==> config.mk <==
export PLATFORM = sky130hd
export DESIGN_NAME = eth_tx_frame_asm
export DESIGN_NICKNAME = d
export VERILOG_FILES = /design/src/rtl/eth_txa_pkg.sv /design/src/rtl/eth_txa_crc32.sv /design/src/rtl/eth_txa_src_mux.sv /design/src/rtl/eth_txa_out_stage.sv /design/src/rtl/eth_tx_frame_asm.sv
export SDC_FILE = /design/constraint.sdc
export NUM_CORES = 1
export LEC_CHECK = 0
export BUFFER_PORTS_ARGS = -buffer_cell sky130_fd_sc_hd__buf_2
export CORE_AREA = 3 3 141 143
export CTS_CLUSTER_DIAMETER = 30
export DETAILED_ROUTE_END_ITERATION = 7
export DIE_AREA = 0 0 144 146
export PLACE_DENSITY = 0.57
export SLEW_MARGIN = 20
export SYNTH_ARGS = -nofsm -noshare
export SYNTH_HDL_FRONTEND = slang
export SYNTH_SLANG_ARGS = --single-unit
==> constraint.sdc <==
create_clock -name clk -period 5.4 [get_ports clk]
set_clock_uncertainty 0.05 [all_clocks]
set_input_delay 1.08 -clock clk [delete_from_list [all_inputs] [get_ports clk]]
set_output_delay 1.08 -clock clk [all_outputs]
set_load 0.1 [all_outputs]
==> src/rtl/eth_txa_pkg.sv <==
package eth_txa_pkg;

  localparam logic [31:0] FCS_POLY_REFL = 32'hEDB88320;
  localparam logic [31:0] FCS_SEED      = 32'hFFFFFFFF;

  // destination selected by the two-bit loopback field
  typedef enum logic [1:0] {
    LB_OFF    = 2'd0,
    LB_WRAP   = 2'd1,
    LB_DROP_A = 2'd2,
    LB_DROP_B = 2'd3
  } lb_mode_e;

  typedef enum logic {
    PH_DATA = 1'b0,
    PH_FCS  = 1'b1
  } phase_e;

  // one byte of reflected CRC-32, low bit first
  function automatic logic [31:0] fcs_step(input logic [31:0] cur, input logic [7:0] b);
    logic [31:0] r;
    r = cur ^ {24'h0, b};
    for (int k = 0; k < 8; k++) begin
      r = r[0] ? ((r >> 1) ^ FCS_POLY_REFL) : (r >> 1);
    end
    return r;
  endfunction

endpackage

==> src/rtl/eth_txa_crc32.sv <==
module eth_txa_crc32
  import eth_txa_pkg::*;
(
  input  logic        clk,
  input  logic        rst,
  input  logic        restart,
  input  logic        upd,
  input  logic [7:0]  din,
  output logic [31:0] fcs
);

  logic [31:0] acc;
  logic [31:0] base;

  assign base = restart ? FCS_SEED : acc;

  always_ff @(posedge clk) begin
    if (rst) begin
      acc <= FCS_SEED;
    end else if (upd) begin
      acc <= fcs_step(base, din);
    end else if (restart) begin
      acc <= FCS_SEED;
    end
  end

  assign fcs = ~acc;

endmodule

==> src/rtl/eth_txa_src_mux.sv <==
module eth_txa_src_mux #(
  parameter int CNT_W      = 11,
  parameter int BYTE_W     = 8,
  parameter int ADDR_OFS   = 6,
  parameter int ADDR_BYTES = 6
) (
  input  logic [CNT_W-1:0]             pos,
  input  logic                         enable,
  input  logic [BYTE_W-1:0]            din,
  input  logic [ADDR_BYTES*BYTE_W-1:0] station,
  output logic [BYTE_W-1:0]            dout
);

  logic [ADDR_BYTES-1:0] hit;

  for (genvar g = 0; g < ADDR_BYTES; g++) begin : g_hit
    assign hit[g] = enable && (pos == CNT_W'(ADDR_OFS + g));
  end

  always_comb begin
    dout = din;
    for (int k = 0; k < ADDR_BYTES; k++) begin
      if (hit[k]) dout = station[(ADDR_BYTES-1-k)*BYTE_W +: BYTE_W];
    end
  end

endmodule

==> src/rtl/eth_txa_out_stage.sv <==
module eth_txa_out_stage #(
  parameter int BYTE_W = 8
) (
  input  logic              clk,
  input  logic              rst,
  input  logic              load,
  input  logic [BYTE_W-1:0] ld_data,
  input  logic              ld_last,
  input  logic              ld_to_lb,
  output logic              free,
  output logic              tx_valid,
  input  logic              tx_ready,
  output logic [BYTE_W-1:0] tx_data,
  output logic              tx_last,
  output logic              lb_valid,
  input  logic              lb_ready,
  output logic [BYTE_W-1:0] lb_data,
  output logic              lb_last
);

  logic              tx_v, lb_v, l_q;
  logic [BYTE_W-1:0] d_q;

  assign free = (!tx_v || tx_ready) && (!lb_v || lb_ready);

  always_ff @(posedge clk) begin
    if (rst) begin
      tx_v <= 1'b0;
      lb_v <= 1'b0;
      d_q  <= '0;
      l_q  <= 1'b0;
    end else if (load) begin
      tx_v <= !ld_to_lb;
      lb_v <= ld_to_lb;
      d_q  <= ld_data;
      l_q  <= ld_last;
    end else begin
      if (tx_ready) tx_v <= 1'b0;
      if (lb_ready) lb_v <= 1'b0;
    end
  end

  assign tx_valid = tx_v;
  assign tx_data  = d_q;
  assign tx_last  = l_q;
  assign lb_valid = lb_v;
  assign lb_data  = d_q;
  assign lb_last  = l_q;


  tx_hold_chk: assert property (@(posedge clk) disable iff (rst)
    (tx_valid && !tx_ready) |=> (tx_valid && $stable(tx_data) && $stable(tx_last)));


  lb_hold_chk: assert property (@(posedge clk) disable iff (rst)
    (lb_valid && !lb_ready) |=> (lb_valid && $stable(lb_data) && $stable(lb_last)));

endmodule

==> src/rtl/eth_tx_frame_asm.sv <==
module eth_tx_frame_asm
  import eth_txa_pkg::*;
#(
  parameter int BYTE_W     = 8,
  parameter int MAX_FRAME  = 1540,
  parameter int ADDR_OFS   = 6,
  parameter int ADDR_BYTES = 6
) (
  input  logic                         clk,
  input  logic                         rst,
  input  logic                         cfg_keep_src,
  input  logic                         cfg_skip_fcs,
  input  logic                         cfg_fcs16,
  input  logic [1:0]                   cfg_lb_mode,
  input  logic                         cmd_skip_fcs,
  input  logic [ADDR_BYTES*BYTE_W-1:0] station_addr,
  input  logic                         in_valid,
  output logic                         in_ready,
  input  logic [BYTE_W-1:0]            in_data,
  input  logic                         in_last,
  input  logic                         in_empty,
  output logic                         tx_valid,
  input  logic                         tx_ready,
  output logic [BYTE_W-1:0]            tx_data,
  output logic                         tx_last,
  output logic                         lb_valid,
  input  logic                         lb_ready,
  output logic [BYTE_W-1:0]            lb_data,
  output logic                         lb_last,
  output logic                         cfg_err
);

  localparam int CNT_W     = $clog2(MAX_FRAME + 1);
  localparam int FCS_BYTES = 32 / BYTE_W;
  localparam int FIDX_W    = $clog2(FCS_BYTES);
  localparam int SADDR_W   = ADDR_BYTES * BYTE_W;

  phase_e               phase;
  logic [CNT_W-1:0]     pos;
  logic [FIDX_W-1:0]    fcs_idx;
  logic                 l_keep, l_fcs_en;
  logic [1:0]           l_mode;
  logic [SADDR_W-1:0]   l_sta;

  logic                 first, live_fcs_en;
  logic                 e_keep, e_fcs_en, e_drop;
  logic [1:0]           e_mode;
  logic [SADDR_W-1:0]   e_sta;
  logic                 null_beat, acc, take, st_free;
  logic [BYTE_W-1:0]    mod_byte, fcs_byte, ld_data;
  logic                 load, ld_last, ld_to_lb;
  logic [31:0]          fcs;

  assign first       = (pos == '0);
  assign live_fcs_en = !cfg_skip_fcs && !cmd_skip_fcs && (cfg_lb_mode == LB_OFF);
  assign e_keep      = first ? cfg_keep_src : l_keep;
  assign e_mode      = first ? cfg_lb_mode  : l_mode;
  assign e_fcs_en    = first ? live_fcs_en  : l_fcs_en;
  assign e_sta       = first ? station_addr : l_sta;
  assign e_drop      = e_mode[1];

  assign null_beat = first && in_empty && in_last;
  assign in_ready  = (phase == PH_DATA) && (e_drop || null_beat || st_free);
  assign acc       = in_valid && in_ready;
  assign take      = acc && !null_beat;

  eth_txa_src_mux #(
    .CNT_W(CNT_W), .BYTE_W(BYTE_W), .ADDR_OFS(ADDR_OFS), .ADDR_BYTES(ADDR_BYTES)
  ) u_src (
    .pos(pos), .enable(!e_keep), .din(in_data), .station(e_sta), .dout(mod_byte)
  );

  eth_txa_crc32 u_crc (
    .clk(clk), .rst(rst), .restart(take && first), .upd(take),
    .din(mod_byte), .fcs(fcs)
  );

  assign fcs_byte = BYTE_W'(fcs >> (BYTE_W * (FCS_BYTES - 1 - int'(fcs_idx))));

  always_comb begin
    if (phase == PH_FCS) begin
      load     = st_free;
      ld_data  = fcs_byte;
      ld_last  = (fcs_idx == FIDX_W'(FCS_BYTES - 1));
      ld_to_lb = 1'b0;
    end else begin
      load     = take && !e_drop;
      ld_data  = mod_byte;
      ld_last  = in_last && !e_fcs_en;
      ld_to_lb = (e_mode == LB_WRAP);
    end
  end

  eth_txa_out_stage #(.BYTE_W(BYTE_W)) u_out (
    .clk(clk), .rst(rst), .load(load), .ld_data(ld_data), .ld_last(ld_last),
    .ld_to_lb(ld_to_lb), .free(st_free),
    .tx_valid(tx_valid), .tx_ready(tx_ready), .tx_data(tx_data), .tx_last(tx_last),
    .lb_valid(lb_valid), .lb_ready(lb_ready), .lb_data(lb_data), .lb_last(lb_last)
  );

  always_ff @(posedge clk) begin
    if (rst) begin
      phase    <= PH_DATA;
      pos      <= '0;
      fcs_idx  <= '0;
      l_keep   <= 1'b0;
      l_fcs_en <= 1'b0;
      l_mode   <= 2'd0;
      l_sta    <= '0;
      cfg_err  <= 1'b0;
    end else begin
      cfg_err <= cfg_fcs16;
      if (take) begin
        if (first) begin
          l_keep   <= cfg_keep_src;
          l_mode   <= cfg_lb_mode;
          l_fcs_en <= live_fcs_en;
          l_sta    <= station_addr;
        end
        pos <= in_last ? '0 : pos + CNT_W'(1);
        if (in_last && e_fcs_en) begin
          phase   <= PH_FCS;
          fcs_idx <= '0;
        end
      end
      if (phase == PH_FCS && st_free) begin
        fcs_idx <= fcs_idx + FIDX_W'(1);
        if (fcs_idx == FIDX_W'(FCS_BYTES - 1)) phase <= PH_DATA;
      end
    end
  end

  // output beat counter used by the length check
  logic [CNT_W-1:0] out_cnt;
  logic             hs, hs_last;
  assign hs      = (tx_valid && tx_ready) || (lb_valid && lb_ready);
  assign hs_last = (tx_valid && tx_ready) ? tx_last : lb_last;

  always_ff @(posedge clk) begin
    if (rst) out_cnt <= '0;
    else if (hs) out_cnt <= hs_last ? '0 : out_cnt + CNT_W'(1);
  end


  frm_len_chk: assert property (@(posedge clk) disable iff (rst)
    (hs && !hs_last) |-> (out_cnt < CNT_W'(MAX_FRAME - 1)));


  fcs_nogap_chk: assert property (@(posedge clk) disable iff (rst)
    (phase == PH_FCS && tx_valid && tx_ready && !tx_last) |=> tx_valid);


  null_frame_chk: assert property (@(posedge clk) disable iff (rst)
    (acc && null_beat && !tx_valid && !lb_valid) |=> (!tx_valid && !lb_valid));

endmodule

==> impl_summary.txt, run 1 <==
----------------------------------------------------
[Power and ir drop]
  Internal portion of total power ... 0.00160 W
  Sw power ... 0.000942 W
  Switching share of power ... a little under two fifths
  Proportion of power drawn by flip-flops and latches ... 38.6%
  Combinational fraction of design power ... 36.6%
  Post-route total power ... 0.00254 W
  Power density over the cells ... 349 nW/µm²
  Maximum vdd ir drop ... 0.159 mV
  LEAKAGE ... about 2.9 nW
  Fraction of power consumed by the clock network ... 24.8%

[Clock tree]
  Total clock buffers created by CTS ... 9
  TritonCTS clock tree ... built
  Postcts setup bufs ... 0
  Resized cells post-CTS ... 0
  Clock-pin slew of the registers on the worst-case setup and hold paths ... 70 ps
  Maximum clock insertion buffer count ... 2
  Hold-fix buffers, CTS ... 0
  Clock insertion delay at the later pin of the skew report ... 360 ps
  H-tree levels ... 3
  CTS Sinks ... 110
  Root Buffer Master ... sky130_fd_sc_hd__clkbuf_16

[Synthesis]
  Total nets after synthesis ... 884
  Number of enable-type register cells in the synthesized netlist ... 0
  XOR/XNOR share of the synthesized area ... 11.7%
  Number of distinct standard cells referenced by the synthesized netlist ... 67
  Synthesized flop and latch total ... 110
  Cell count after synthesis ... 810
  Seq/Total Area, Yosys ... roughly 34%
  Number of warnings issued by yosys ... 0
  Post-Syn Area per Cell ... 8.01 µm²
  Fraction of post-synthesis cell area in the top cell type by area ... 34.0%
  Share of synthesized registers carrying an async set or reset ... 0%
  Most frequently used flop master after synthesis ... sky130_fd_sc_hd__dfxtp_1
  Post-synthesis mux area share ... 7.43%
  Adder-cell share of the synthesized area ... 0.965%
  Area fraction in compound gates after synthesis ... 17.5%
  Main combinational cell family by area after synthesis ... simple AND/OR/NAND/NOR gates
  Cell type with the highest aggregate area in the netlist ... sky130_fd_sc_hd__dfxtp_1
  Cells taking the most area after synthesis ... sky130_fd_sc_hd__dfxtp_1, sky130_fd_sc_hd__nand2_1, sky130_fd_sc_hd__a21oi_1, sky130_fd_sc_hd__xnor2_1, sky130_fd_sc_hd__nor2_1
  Simple-gate share of the synthesized area ... 22.9%
  Post-synth design cell area ... 6480 µm²

[Worst setup path]
  Most prevalent standard cell on the critical path ... sky130_fd_sc_hd__or3b_1
  Reg2Reg Depth ... 14
  Worst Path Required ... about 5600 ps
  Critical path, cell by cell ... inv_1, ha_1, or3b_1, nor3_4, buf_4, mux2i_1, a221oi_1, o32a_2, xnor2_2, xnor3_2, xnor2_4, xnor2_1, nor3_1, or3b_1
  Top fanout value on the critical path ... 22
  Category of the most critical setup path ... reg -> reg
  Arr. time, crit path ... around 5000 ps
  Critical path's largest stage delay ... 620 ps
  Worst r2r dst ... u_crc.acc[19]$_SDFF_PP1_
  Startpoint class of the critical path ... flip-flop
  Reg-to-reg critical path startpoint ... pos[0]$_SDFFE_PP0N_
  Crit path max-delay cell type ... sky130_fd_sc_hd__or3b_1
  Internal reg-to-reg setup slack ... 580 ps
  Kind of capture point of the worst setup path ... flip-flop

[Die]
  Number of primary I/O pins ... 91
  Floorplan die width ... 144 µm
  Die Height ... 146 µm
  Row cnt ... 50
  Core region area ... roughly 19,000 µm²
  Area of the die ... 21,000 µm²
  Initial Utilization ... 34.7%

[STA]
  Final period util ... 89.4%
  Setup-failing EPs final ... 0
  Transition time at the pin with the least slew margin ... 981 ps
  Final TNS setup ... 0 ps
  Max Fclk ... 207 MHz
  Post-layout minimum cycle time ... between 4000 and 5000 ps
  Worst slew margin relative to its limit ... 34.0%
  RSZ-0062 raised after global routing ... no
  Minimum setup slack in the final design ... 575 ps
  Number of slew-limit violations in the final report ... 0
  Fin. Hold Viols ... 0

[Final layout]
  ANT cells ... 0
  Ratio of cells with drive above 1 in the final layout ... 18.6%
  Area added between synthesis and finish ... 12.3%
  Final Net Count ... a little over 900
  Final cell utilization of the core ... 38.9%

[Global route]
  Global-route wire length before repair ... 30.1 mm
  Number of global-route vias before repair ... 5,379
  Initial antenna violation count ... 0
  Residual overflow from global routing ... 0
  Largest net degree at the start of global routing ... 85
  Overall fraction of global-route tracks in use ... 18.1%

[Worst hold path]
  Hold/Removal Path Class ... reg -> reg
  Endpoint of the worst hold path ... l_sta[5]$_SDFFE_PP0N_
  Worst hold path depth ... 2
  Worst hold path startpoint ... l_sta[5]$_SDFFE_PP0N_

[Route]
  First-pass detailed-route iteration total ... 4
  Total Wirelength ... 19.1 mm
  DR iter-0 viols ... 403
  DRC ... 0
  Post-DRT Antenna Nets ... 0
  Vias per inst ... 5.22
  Total number of vias ... 5,732
  Detailed-route wire length per cell ... 17.4 µm

[Place]
  Port buffer count ... 90
  Pre-CTS setup slack ... 581 ps
  Final GP Congestion ... 0.881
  Half-perimeter wire length after placement ... 13.8 mm

[Flow run]
  Max Cap Violations ... 0

[Status]
  Result of the run ... finished, final reports clean

----------------------------------------------------
-- critical path, delay by kind of cell (launching register included) --
| family | cells | cell delay, ps |
|---|---|---|
| buffers and inverters | 2 | 420 |
| muxes | 1 | 260 |
| adders and majority gates | 1 | 360 |
| xor gates and xnor gates | 4 | 1440 |
| DFF | 1 | 340 |
| AOI/OAI and AO/OA | 2 | 550 |
| and+or+nand+nor | 4 | 1300 |
-- metrics by stage --
| step | area, µm² | hold slack (ps) | instances |
|---|---|---|---|
| finish | 7280 | 401 | 1098 |
| global route | 7280 | 417 | 1098 |
| CTS | 7280 | 403 | 1098 |
| detailed placement | 7020 | 394 | 1083 |
| global placement | 7020 | 386 | 1083 |
| floorplan | 6480 | 377 | 810 |
-- area by class of cell --
class,instances,area (µm²)
multi-input combinational,627,3940
timing repair buffer,103,548
tap,234,293
fill,1936,11400
clock buffer,12,246
inverter,9,33.8
sequential,110,2200
clock inverter,3,21.3
-- Yosys cell counts, types with 6 or more instances --
cell                       count
sky130_fd_sc_hd__mux2_2        9
sky130_fd_sc_hd__xnor2_1      36
sky130_fd_sc_hd__nor4_1        6
sky130_fd_sc_hd__a21oi_1      89
sky130_fd_sc_hd__o21ai_0      13
sky130_fd_sc_hd__mux4_2        8
sky130_fd_sc_hd__nand2_1     174
sky130_fd_sc_hd__mux2i_1      20
sky130_fd_sc_hd__xor2_1       28
sky130_fd_sc_hd__xnor2_2       8
sky130_fd_sc_hd__nand3_1      20
sky130_fd_sc_hd__nand4_1       8
sky130_fd_sc_hd__o211ai_1     23
sky130_fd_sc_hd__a211oi_1     13
sky130_fd_sc_hd__clkbuf_1     41
sky130_fd_sc_hd__buf_4        12
sky130_fd_sc_hd__inv_1         9
sky130_fd_sc_hd__nor2_1       72
sky130_fd_sc_hd__nor3_1       18
sky130_fd_sc_hd__dfxtp_1     110
-- metal layers --
layer  track usage [%]  routed length (µm)  share of wire, %  vias up
li1                  -                   -                 -     2894
met4              3.67                 213               1.1        0
met3              3.75                 892               4.7       14
met2              30.3                9440                49      148
met5                 0                   0                 0        -
met1              24.1                8540                45     2676
-- power by group through the flow --
stage	sequential, W	clock, W	combinational (W)
6_report	0.000981	0.000630	0.000928
2_1_floorplan	0.00103	0	0.000703
3_3_place_gp	0.000997	0	0.000936
3_5_place_dp	0.000997	0	0.000929
5_1_grt	0.000992	0.000683	0.00102
4_1_cts	0.000980	0.000651	0.000936
-- worst max path at each step --
stage | from | cells past startpoint | endpoint
finish | pos[0]$_SDFFE_PP0N_ | 14 | u_crc.acc[19]$_SDFF_PP1_
global route | pos[0]$_SDFFE_PP0N_ | 14 | u_crc.acc[20]$_SDFF_PP1_
CTS | pos[0]$_SDFFE_PP0N_ | 14 | u_crc.acc[19]$_SDFF_PP1_
detailed placement | pos[0]$_SDFFE_PP0N_ | 14 | u_crc.acc[19]$_SDFF_PP1_
global placement | pos[0]$_SDFFE_PP0N_ | 14 | u_crc.acc[19]$_SDFF_PP1_
floorplan | pos[0]$_SDFFE_PP0N_ | 12 | in_ready
-- registers in the layout, summed over array words and instances, names as in the netlist --
register        cells
cfg_err             1
fcs_idx             2
l_fcs_en            1
l_keep              1
l_mode              2
l_sta              48
phase               1
pos                11
u_crc.acc          32
u_out.lb_data       8
u_out.lb_last       1
u_out.lb_valid      1
u_out.tx_valid      1
-- cells by family (layout without fill, tap and decap cells) --
kind of cell             Yosys count  after routing
flip-flops                       110            110
XOR/XNOR                          75             75
AO/OA/AOI/OAI                    178            178
multiplexers                      37             37
AND/OR/NAND/NOR                  332            332
adder cells (fa/ha/maj)            5              5
buffers and inverters             73            127
-- cell usage in the layout, fill, tap and decap left out, drive strengths merged, types with 3 or more instances in the layout --
| cell | n |
|---|---|
| xnor2 | 45 |
| mux4 | 8 |
| o221ai | 3 |
| a31oi | 4 |
| inv | 9 |
| buf | 103 |
| nor4 | 8 |
| nor2b | 3 |
| o22ai | 3 |
| nand2 | 174 |
| a21oi | 89 |
| mux2i | 20 |
| nor2 | 72 |
| nand3 | 20 |
| or3 | 4 |
| o211ai | 23 |
| a32oi | 4 |
| xor2 | 29 |
| ha | 5 |
| o21ai | 16 |
| clkbuf | 12 |
| a22oi | 3 |
| mux2 | 9 |
| and3 | 5 |
| dfxtp | 110 |
| or4 | 3 |
| nand4 | 8 |
| nor3b | 5 |
| nor3 | 20 |
| or3b | 3 |
| a211oi | 15 |
Power figures use the tool's default switching activity.
==> inputs of run 2 (changes only) <==
--- a/config.mk
+++ b/config.mk
@@ -11,6 +11,7 @@
 export DETAILED_ROUTE_END_ITERATION = 7
 export DIE_AREA = 0 0 144 146
 export PLACE_DENSITY = 0.57
+export SKIP_LAST_GASP = 1
 export SLEW_MARGIN = 20
 export SYNTH_ARGS = -nofsm -noshare
 export SYNTH_HDL_FRONTEND = slang
==> constraint.sdc (replaced) <==
create_clock -name clk -period 5.4 [get_ports clk]
set_clock_uncertainty 0.05 [all_clocks]
set_input_delay 1.35 -clock clk [delete_from_list [all_inputs] [get_ports clk]]
set_output_delay 1.35 -clock clk [all_outputs]
set_load 0.1 [all_outputs]
==> run 2 against run 1 <==
Routed wire length increased by 2.3%. Via count increased by 2.9%. Clock power decreased by 2%. First-iteration DRC count decreased by 0.74%. Fmax decreased by 1.9%. Combinational power increased by 1%. Non-clock buffer count increased by 1. Sequential share of layout area about the same. Largest power group unchanged. Highest routed layer unchanged.
==> impl_summary.txt, run 2 (synthesis results as in run 1) <==
----------------------------------------------------
[STA]
  Final TNS setup ... 0 ps (unchanged)
  Worst slew margin relative to its limit ... 34.4% (+0.33 points)
  Number of slew-limit violations in the final report ... 0 (unchanged)
  Final period util ... 91.1% (+1.8 points)
  Setup-failing EPs final ... 0 (unchanged)
  Max Fclk ... 203 MHz (-1.9%)
  RSZ-0062 raised after global routing ... no
  Transition time at the pin with the least slew margin ... 985 ps (+3.19 ps)
  Post-layout minimum cycle time ... 4920 ps (+94.9 ps)
  Fin. Hold Viols ... 0 (unchanged)

[Final layout]
  Commonest non-fill, non-tap cells in the layout ... sky130_fd_sc_hd__nand2_1, sky130_fd_sc_hd__dfxtp_1, sky130_fd_sc_hd__buf_2, sky130_fd_sc_hd__a21oi_1, sky130_fd_sc_hd__nor2_1
  Fin cells ... 1,098 (unchanged)
  ANT cells ... 0 (unchanged)
  Area added between synthesis and finish ... 12.5%
  Max reg flops ... 48 (unchanged)
  Largest registers ranked by flip-flop count ... l_sta x48, u_crc.acc x32, pos x11
  Register ranked first by flip-flop count ... l_sta
  Fillers ... 1,937 (+0.052%)
  Ratio of cells with drive above 1 in the final layout ... 18.6% (unchanged)
  Final cell utilization of the core ... 39.0% (+0.047 points)
  Most common library cell in the layout ignoring fill and taps ... sky130_fd_sc_hd__nand2_1
  Final Net Count ... 935 (+0.11%)

[Route]
  Post-DRT Antenna Nets ... 0 (unchanged)
  Vias per inst ... 5.37 (+2.9%)
  Detailed-route wire length per cell ... 17.8 µm (+2.3%)
  First-pass detailed-route iteration total ... 5 (+1)
  DR iter-0 viols ... 400 (-0.74%)
  Total number of vias ... 5,900 (+2.9%)
  Total Wirelength ... 19.5 mm (+2.3%)
  DRC ... 0 (unchanged)

[Power and ir drop]
  Maximum vdd ir drop ... 0.185 mV (+17%)
  Post-route total power ... 0.00254 W (about the same)
  LEAKAGE ... 2.90 nW (about the same)
  Power density over the cells ... 348 nW/µm² (about the same)

[Worst setup path]
  Startpoint class of the critical path ... flip-flop
  Critical path, cell by cell ... inv_1, ha_1, or3b_1, nor3_4, buf_4, mux2i_1, a221oi_1, o32a_2, xnor2_2, xnor3_2, xnor2_4, xnor2_1, nor3_1, or3b_1
  Top fanout value on the critical path ... 22 (unchanged)
  Most prevalent standard cell on the critical path ... sky130_fd_sc_hd__or3b_1
  Arr. time, crit path ... 5110 ps (+100 ps)
  Critical path buffer and inverter count ... 2 (unchanged)
  Family with the most delay on the worst path ... XOR/XNOR gates
  Worst Path Required ... 5590 ps (about the same)
  Kind of capture point of the worst setup path ... flip-flop
  Crit path max-delay cell type ... sky130_fd_sc_hd__or3b_1
  Category of the most critical setup path ... reg -> reg
  Critical path's largest stage delay ... 610 ps (about the same)

[Clock tree]
  H-tree levels ... 3 (unchanged)
  Resized cells post-CTS ... 0 (unchanged)
  Root Buffer Master ... sky130_fd_sc_hd__clkbuf_16
  TritonCTS clock tree ... built
  Clock insertion delay at the later pin of the skew report ... 360 ps (about the same)
  Hold-fix buffers, CTS ... 0 (unchanged)
  Clock-pin slew of the registers on the worst-case setup and hold paths ... 70 ps (about the same)
  CTS Sinks ... 110 (unchanged)
  Postcts setup bufs ... 0 (unchanged)
  Maximum clock insertion buffer count ... 2 (unchanged)
  Total clock buffers created by CTS ... 9 (unchanged)

[Global route]
  Overall fraction of global-route tracks in use ... 18.3% (+0.22 points)
  Initial antenna violation count ... 0 (unchanged)
  Number of global-route vias before repair ... 5,622 (+4.5%)
  Residual overflow from global routing ... 0 (unchanged)
  Global-route wire length before repair ... 30.7 mm (+2.1%)
  Largest net degree at the start of global routing ... 85 (unchanged)

[Die]
  Floorplan die width ... 144 µm (unchanged)
  Area of the die ... 21,000 µm² (unchanged)
  Core region area ... 18,700 µm² (unchanged)
  Die Height ... 146 µm (unchanged)
  Initial Utilization ... 34.7% (unchanged)
  Number of primary I/O pins ... 91 (unchanged)
  Row cnt ... 50 (unchanged)

[Status]
  Result of the run ... finished, final reports clean

[Place]
  Half-perimeter wire length after placement ... 13.9 mm (+0.73%)
  Final GP Congestion ... 0.906 (+2.9%)
  Total instance count after detailed placement ... 1,084 (+0.092%)
  Port buffer count ... 90 (unchanged)

[Worst hold path]
  Hold/Removal Path Class ... reg -> reg

[Flow run]
  Max Cap Violations ... 0 (unchanged)

----------------------------------------------------
[run 2: cell types whose count changed in the layout (fill, tap and decap cells not counted)]
cell / previous run / this run
sky130_fd_sc_hd__buf_12: 0 / 1
sky130_fd_sc_hd__clkbuf_8: 1 / 0
sky130_fd_sc_hd__clkinv_2: 1 / 0
sky130_fd_sc_hd__clkinvlp_4: 1 / 2
[run 2: layout make-up]
cell class	instances	area, µm²	area share (%)
Timing Repair Buffer	104	568	7.79
Tap cell	234	293	4.01
Sequential cell	110	2200	30.2
Clock buffer	11	233	3.19
Multi-Input combinational cell	627	3940	54.0
Clock inverter	3	23.8	0.326
Inverter	9	33.8	0.463
[run 2: per-layer routing]
metal | wire (µm) | vias up | GRT usage (%)
met2 | 9480 | 175 | 30.5
met4 | 276 | 0 | 4.24
met3 | 993 | 22 | 3.78
met1 | 8780 | 2806 | 24.3
li1 | - | 2897 | -
met5 | 0 | - | 0
[run 2: final timing paths]
check / cells after the start / slack, ps / to / startpoint
hold reg to reg: 2 / 400 / l_sta[37]$_SDFFE_PP0N_ / l_sta[37]$_SDFFE_PP0N_
setup reg to reg: 14 / 480 / u_crc.acc[19]$_SDFF_PP1_ / pos[0]$_SDFFE_PP0N_
hold / removal: 2 / 400 / l_sta[37]$_SDFFE_PP0N_ / l_sta[37]$_SDFFE_PP0N_
setup / recovery: 14 / 480 / u_crc.acc[19]$_SDFF_PP1_ / pos[0]$_SDFFE_PP0N_
[run 2: where the power goes]
group / internal (W) / switching [W] / total, W
Combinational: 0.000369 / 0.000572 / 0.000941
Clock: 0.000310 / 0.000307 / 0.000617
Sequential: 0.000907 / 0.0000740 / 0.000981
Total: 0.00159 / 0.000953 / 0.00254
[run 2: stage by stage]
stage / worst slack, ps / area [µm²] / hold WS [ps]
floorplan: 658 / 6480 / 377
global placement: 620 / 7040 / 387
detailed placement: 535 / 7040 / 395
CTS: 502 / 7290 / 404
global route: 129 / 7290 / 423
finish: 480 / 7290 / 401
[run 2: tightest hold or removal path: cells and delay by family, from the launching register on]
kind            cells  cell delay [ps]
flops               1              310
simple gates        1               50
compound gates      1               50
